$ cat src/rtl/cke_pwr_pkg.sv
package cke_pwr_pkg;

    typedef enum logic [1:0] {
        PS_ACTIVE  = 2'b00,
        PS_PDOWN   = 2'b01,
        PS_SREF    = 2'b10,
        PS_RECOVER = 2'b11
    } pwr_state_t;

    typedef enum logic [1:0] {
        CC_DESEL = 2'b00,
        CC_NOP   = 2'b01,
        CC_SREF  = 2'b10,
        CC_OTHER = 2'b11
    } cmd_class_t;

    function automatic logic is_quiet(input cmd_class_t c);
        return (c == CC_DESEL) || (c == CC_NOP);
    endfunction

endpackage

$ cat src/rtl/cke_cmd_class.sv
module cke_cmd_class
    import cke_pwr_pkg::*;
(
    input  logic       cs_n,
    input  logic       ras_n,
    input  logic       cas_n,
    input  logic       we_n,
    output cmd_class_t cls
);

    always_comb begin
        if (cs_n) begin
            cls = CC_DESEL;
        end else begin
            unique case ({ras_n, cas_n, we_n})
                3'b111:  cls = CC_NOP;
                3'b001:  cls = CC_SREF;
                default: cls = CC_OTHER;
            endcase
        end
    end

endmodule

$ cat src/rtl/cke_rec_timer.sv
module cke_rec_timer #(
    parameter int TRC_CYCLES = 8
) (
    input  logic clk,
    input  logic rst_n,
    input  logic load,
    input  logic run,
    output logic done
);

    localparam int CW = (TRC_CYCLES < 2) ? 1 : $clog2(TRC_CYCLES);
    localparam logic [CW-1:0] START = CW'(TRC_CYCLES - 1);

    logic [CW-1:0] cnt_q;

    always_ff @(posedge clk or negedge rst_n) begin
        if (!rst_n) begin
            cnt_q <= '0;
        end else if (load) begin
            cnt_q <= START;
        end else if (run && (cnt_q != '0)) begin
            cnt_q <= cnt_q - 1'b1;
        end
    end

    assign done = (cnt_q == '0);

endmodule

$ cat src/rtl/cke_pwr_fsm.sv
module cke_pwr_fsm
    import cke_pwr_pkg::*;
#(
    parameter int NUM_BANKS = 4
) (
    input  logic                 clk,
    input  logic                 rst_n,
    input  logic                 cke,
    input  logic                 cke_prev,
    input  cmd_class_t           cls,
    input  logic [NUM_BANKS-1:0] bank_idle,
    input  logic                 timer_done,
    output pwr_state_t           state,
    output logic                 timer_load,
    output logic                 illegal
);

    pwr_state_t state_q, state_d;
    logic       ill_d, ill_q;
    logic       all_idle, quiet, fall, rise;

    assign all_idle = &bank_idle;
    assign quiet    = is_quiet(cls);
    assign fall     = cke_prev && !cke;
    assign rise     = !cke_prev && cke;

    always_comb begin
        state_d    = state_q;
        ill_d      = 1'b0;
        timer_load = 1'b0;
        unique case (state_q)
            PS_ACTIVE: begin
                if (fall) begin
                    if (quiet && all_idle) begin
                        state_d = PS_PDOWN;
                    end else if ((cls == CC_SREF) && all_idle) begin
                        state_d = PS_SREF;
                    end else begin
                        ill_d = 1'b1;
                    end
                end
            end
            PS_PDOWN: begin
                if (cke_prev) begin
                    ill_d = 1'b1;
                end else if (rise) begin
                    state_d = PS_ACTIVE;
                    ill_d   = !quiet;
                end
            end
            PS_SREF: begin
                if (cke_prev) begin
                    ill_d = 1'b1;
                end else if (rise) begin
                    state_d    = PS_RECOVER;
                    timer_load = 1'b1;
                    ill_d      = !quiet;
                end
            end
            PS_RECOVER: begin
                ill_d = !quiet;
                if (timer_done) begin
                    state_d = PS_ACTIVE;
                end
            end
            default: state_d = PS_ACTIVE;
        endcase
    end

    always_ff @(posedge clk or negedge rst_n) begin
        if (!rst_n) begin
            state_q <= PS_ACTIVE;
        end else begin
            state_q <= state_d;
        end
    end

    always_ff @(posedge clk or negedge rst_n) begin
        if (!rst_n) begin
            ill_q <= 1'b0;
        end else begin
            ill_q <= ill_d;
        end
    end

    assign state   = state_q;
    assign illegal = ill_q;

endmodule

$ cat src/rtl/cke_pwr_monitor.sv
module cke_pwr_monitor
    import cke_pwr_pkg::*;
#(
    parameter int NUM_BANKS  = 4,
    parameter int TRC_CYCLES = 8
) (
    input  logic                 clk,
    input  logic                 rst_n,
    input  logic                 cke,
    input  logic                 cs_n,
    input  logic                 ras_n,
    input  logic                 cas_n,
    input  logic                 we_n,
    input  logic [NUM_BANKS-1:0] bank_idle,
    output logic [1:0]           pwr_state,
    output logic                 illegal,
    output logic                 ready
);

    cmd_class_t cls;
    pwr_state_t state;
    logic       cke_prev;
    logic       timer_load, timer_done;

    always_ff @(posedge clk or negedge rst_n) begin
        if (!rst_n) begin
            cke_prev <= 1'b1;
        end else begin
            cke_prev <= cke;
        end
    end

    cke_cmd_class u_class (
        .cs_n  (cs_n),
        .ras_n (ras_n),
        .cas_n (cas_n),
        .we_n  (we_n),
        .cls   (cls)
    );

    cke_rec_timer #(.TRC_CYCLES(TRC_CYCLES)) u_timer (
        .clk   (clk),
        .rst_n (rst_n),
        .load  (timer_load),
        .run   (state == PS_RECOVER),
        .done  (timer_done)
    );

    cke_pwr_fsm #(.NUM_BANKS(NUM_BANKS)) u_fsm (
        .clk        (clk),
        .rst_n      (rst_n),
        .cke        (cke),
        .cke_prev   (cke_prev),
        .cls        (cls),
        .bank_idle  (bank_idle),
        .timer_done (timer_done),
        .state      (state),
        .timer_load (timer_load),
        .illegal    (illegal)
    );

    assign pwr_state = state;
    assign ready     = (state == PS_ACTIVE);

endmodule

$ cat config.mk
export PLATFORM = sky130hd
export DESIGN_NAME = cke_pwr_monitor
export DESIGN_NICKNAME = d
export VERILOG_FILES = /design/src/rtl/cke_pwr_pkg.sv /design/src/rtl/cke_cmd_class.sv /design/src/rtl/cke_rec_timer.sv /design/src/rtl/cke_pwr_fsm.sv /design/src/rtl/cke_pwr_monitor.sv
export SDC_FILE = /design/constraint.sdc
export NUM_CORES = 1
export LEC_CHECK = 0
export CAP_MARGIN = 10
export CORE_MARGIN = 2
export CORE_UTILIZATION = 35
export DETAILED_ROUTE_END_ITERATION = 7
export HOLD_SLACK_MARGIN = 0.06
export PLACE_DENSITY = 0.65
export SETUP_SLACK_MARGIN = 0.5
export SLEW_MARGIN = 20
export SYNTH_ARGS = -nofsm -noshare
export SYNTH_HDL_FRONTEND = slang
export SYNTH_SLANG_ARGS = --single-unit
$ cat constraint.sdc
create_clock -name clk -period 2 [get_ports clk]
set_input_delay 0.2 -clock clk [delete_from_list [all_inputs] [get_ports clk]]
set_output_delay 0.2 -clock clk [all_outputs]
set_load 0.005 [all_outputs]
Word-level counts from Yosys, hierarchy flattened --
Index checks and enable logic that the tools add are counted.
Cells by class: $add $sub $neg 1, equal/unequal tests 14, mux-type cells 22, reductions and logical operators 17
Operators with widths (number):
- $mux W2 | 9
- $mux W1 | 8
- $pmux W2 S4 | 1
- $reduce_and A7 Y1 | 1
- $eq A2 B2 Y1 const B | 3
- $mux W3 | 2
- $ne A2 B1 Y1 const B | 3
- $ne A2 B2 Y1 const B | 3
- $logic_and A1 B1 Y1 | 5
- $eq A2 B1 Y1 const B | 2
- $logic_not A2 Y1 | 2
- $pmux W2 S2 | 1
- $reduce_and A4 Y1 | 1
- $eq A3 B1 Y1 const B | 1
- $eq A3 B3 Y1 const B | 1
- $logic_not A1 Y1 | 3
- $logic_not A3 Y1 | 1
- $ne A3 B1 Y1 const B | 1
- $pmux W1 S3 | 1
- $reduce_bool A3 Y1 | 1
- $sub A3 B1 Y3 const B | 1
- $reduce_bool A2 Y1 | 1
- $reduce_or A2 Y1 | 1
- $logic_or A1 B1 Y1 | 1
Storage, ports and cells: register bits after elaboration 7, input bits 11, output and inout port bits 4, word-level logic and storage cells 58

Logic depth before layout (Yosys ltp) --
depth in word-level cells 9, depth in mapped cells 7, depth with buffers taken out 7

Cells and area by module --
A second synthesis with hierarchy kept.
Unflattened totals: cells, all modules 55, area total of the unflattened synthesis 516.7 sq um
Modules (own cells, without submodules):
- cke_pwr_fsm | times used 1, cells an instance 31, area an instance 285.3 sq um, seq. area each 75.1 sq um
- cke_rec_timer | times used 1, cells an instance 18, area an instance 180.2 sq um, seq. area each 75.1 sq um
- cke_pwr_monitor | times used 1, cells an instance 3, area an instance 36.3 sq um, seq. area each 26.3 sq um
- cke_cmd_class | times used 1, cells an instance 3, area an instance 15.0 sq um, seq. area each 0.0 sq um

Worst setup path before layout --
OpenSTA, ideal clock, no wires.
path type reg2reg, start register u_fsm.state_q[0] (netlist: u_fsm.state[0]), end register u_fsm.state_q[1] (netlist: u_fsm.state[1]), setup time 0.145 ns, arrival 1.298 ns, required time 1.855 ns, path slack 0.557 ns, stages on the path, launching flop included 7, path buffers 0, clock period less this slack 1.443 ns, cell sequence dfrtp_1 inv_1 ha_1 nor2_1 a21oi_1 o311ai_0 o211ai_1
Between the ends: cells in the longest elaborated chain, start to end 3, elaborated cells between the ends (all ways) 13, classes of those cells eq/ne (10); mux (1); reduce/logical (2)
RTL lines:
- start, declared | RTL line cke_pwr_fsm.sv:18 | pwr_state_t state_q, state_d;
- start signal, assigned | RTL line cke_pwr_fsm.sv:74 | state_q <= state_d;
- $eq A2 B2 Y1, or another cell as far along | RTL line cke_pwr_fsm.sv:31 | unique case (state_q)
- $ne A2 B1 Y1 (no source line), or another cell as far along
- $reduce_and A7 Y1 (no source line)
Several ways; a longest one is shown, not always the timed one. A chain may end at the register's enable or synchronous reset.

Final worst setup path --
Ends and elaborated chain as after synthesis.

==> results by group <==
Clock network
  – Clock root buffer: clkbuf_4
  – Hold buffers post-CTS: 0
  – CTS Buffer Depth: 2
  – Worst-Skew Late Latency: between 0.2 and 0.3 ns
  – Worst-path clk slew: approximately 0.060 ns
  – Cts bufs inserted: 3
  – Total clock sinks: 7
  – CTS tree: done
  – CTS H-Tree Depth: 1

Synthesis
  – Ys async rst share: 1.00
  – Synth Register Bits: 7
  – Seq/Total Area, Yosys: 0.343
  – Mapped Cells: between 50 and 60
  – Post-Syn Nets: 70
  – Top cell type's share of synthesized area: 0.292
  – Syn Std Cell Area: 514 um2
  – Synth Warn #: 0
  – Average cell area after synthesis: about 9.7 um2
  – Cell variety after synth: 26
  – Area leader, netlist: dfrtp_1
  – Synth Flop Type: dfrtp_1
  – Top post-synthesis cells by area: dfrtp_1 (29%), ha_1 (15%), o211ai_1 (5.8%)
  – Number of synthesized flops with an enable pin: 0

Setup path
  – WP data required: 2.17 ns
  – Crit start category: flip-flop
  – Delay-heaviest family, CP: flip-flops
  – Crit. End Element: flip-flop
  – Critical path arrival: about 1.7 ns
  – Slowest stage delay, CP: approximately 0.42 ns
  – CP bufs+invs: 2
  – Crit Path Class: reg -> reg
  – CP Cell Sequence: inv_2, buf_4, ha_2, nand3b_1, nor3_2, a31oi_1, o211ai_1
  – CP Max Fanout: 3
  – Slowest cell on crit path: dfrtp_2

Pwr
  – Static leakage: around 0.00037 uW
  – Peak supply drop: approximately 800 uV
  – Pwr/cell area: ~1300 mW/mm2

Place
  – Post-DP Area: 673 um2
  – GPL Wtd Cong: approximately 0.9
  – Hpwl dp: a little over 900 um
  – PortBufs: 14
  – Pre-CTS setup slack: 0.349 ns

GRT
  – Number of global-route vias before repair: 520
  – First-pass GRT wire length: between 2 and 2.5 mm
  – GRT overflow: 0
  – Antenna violations before repair: 0
  – Maximum number of pins on one net before global-route repair: 8
  – Total GRT Usage: 0.168

Detailed routing
  – Routed wire per std cell: between 15 and 20 um
  – Vias per inst: approximately 5.6
  – Post-route DRC: 0
  – First drt pass iteration count: 4
  – Routed vias: between 500 and 600
  – Final ANT Viol Nets: 0
  – Starting DRT DRC Count: 19
  – Routed wire length: 1.50 mm

Timing
  – Fmax: about 0.67 GHz
  – Clk_skew: approximately 0.0046 ns
  – Hold Slack: about 0.22 ns
  – Final setup TNS: 0 ns
  – Slew @ Worst Pin: 0.347 ns
  – Slew HR: 0.768
  – Slew Viols, Final: 0
  – PnR worst setup slack: just under 0.5 ns
  – Final hold violations: 0
  – Final setup fails: 0
  – RSZ-0062 raised after global routing: yes
  – Final worst path period share: 0.752
  – Period minus WS final: 1.50 ns

Status
  – Status: finished clean

Layout
  – FF/Latch Area: 178 um2
  – Multi-input gate area: about 420 um2
  – Final #Nets: 99
  – Area delta synth->final: 72.7%
  – Share of cells above drive strength 1: 0.407
  – Fill cells: about 110
  – Fin util: 0.666
  – Ant diodes: 0
  – Final instance area: approximately 890 um2

Die
  – Starting Density: 0.386
  – Die W: between 40 and 50 um
  – # rows: 13
  – Die area: about 0.0018 mm2
  – Die height: ~42 um
  – Core Area: 0.00133 mm2
  – Io pins: 15

Min path
  – Worst hold path type: in -> async

Job
  – Max-cap violations: 0
==> kinds of logic (layout without fill, tap and decap cells) <==
kind of cell / count (synthesis) / in the layout / share of synthesized area
buffers and inverters: 6 / 34 / 0.0438
and+or+nand+nor: 20 / 20 / 0.273
DFF: 7 / 7 / 0.343
xor gates and xnor gates: 1 / 1 / 0.0170
AOI/OAI and AO/OA: 13 / 13 / 0.178
adders and majority gates: 6 / 6 / 0.146
==> cell usage after synthesis (2+ instances only) <==
master,instances
nor2_1,2
o211ai_1,4
nand3b_1,2
dfrtp_1,6
a21oi_1,2
nand2_1,5
a31oi_1,2
inv_1,6
ha_1,6
nand4b_1,2
==> path summary, 6_finish.rpt <==
check	slack (ns)	to	from	depth (start not counted)
hold reg to reg	0.51	u_timer.cnt_q[1]$_DFFE_PN0P_	u_timer.cnt_q[1]$_DFFE_PN0P_	2
hold / removal	0.22	u_fsm.illegal$_DFF_PN0_	rst_n	1
min in group clk	0.51	u_timer.cnt_q[1]$_DFFE_PN0P_	u_timer.cnt_q[1]$_DFFE_PN0P_	2
max in group asynchronous	1.49	cke_prev$_DFF_PN1_	rst_n	1
setup reg to reg	0.50	u_fsm.state[1]$_DFFE_PN0P_	u_fsm.state[0]$_DFFE_PN0P_	7
setup / recovery	0.50	u_fsm.state[1]$_DFFE_PN0P_	u_fsm.state[0]$_DFFE_PN0P_	7
==> flip-flops by register name (all words and copies together), names as in the netlist <==
signal,cells
u_timer.cnt_q,3
u_fsm.illegal,1
cke_prev,1
u_fsm.state,2
==> per-layer routing <==
layer	global-route usage	vias to the layer above	share of wire
met5	0	-	0
met4	0.125	0	0.035
met3	0.0388	6	0.053
met2	0.295	31	0.51
met1	0.170	245	0.40
li1	-	255	-
==> per-stage QoR <==
step	instances	power (uW)
after floorplan	53	531
after global placement	82	712
after detailed placement	82	715
after CTS	91	987
after global routing	96	1250
final	96	1170
==> cell usage in the layout, fill, tap and decap left out, drive strengths merged, types with 2 or more instances in the layout <==
cell            n
inv             6
nand3b          3
nand4b          2
clkdlybuf4s50  11
nand2           5
a31oi           2
o311ai          2
a21oi           2
dfrtp           6
nor2            2
ha              6
clkbuf          4
o211ai          4
dlymetal6s2s    2
buf            10
==> what timing repair did <==
| action | 4_1_cts | 5_1_grt |
|---|---|---|
| pin swaps | 2 | 6 |
| resized for setup | 12 | 16 |
| setup endpoints to repair | 3 | 4 |
| buffers inserted | 5 | 5 |
==> report_power, final <==
group	internal, uW	total [uW]	switching, uW
registers	206	242	36.0
logic	411	798	386
clock network	76.6	135	58.1
==> layout make-up <==
cell class | instances | area share
multi-input combinational | 40 | 0.477
sequential | 7 | 0.200
clock buffer | 4 | 0.0296
timing repair buffer | 24 | 0.246
tap | 15 | 0.0211
inverter | 6 | 0.0254
(Power assumes the default switching activity.)
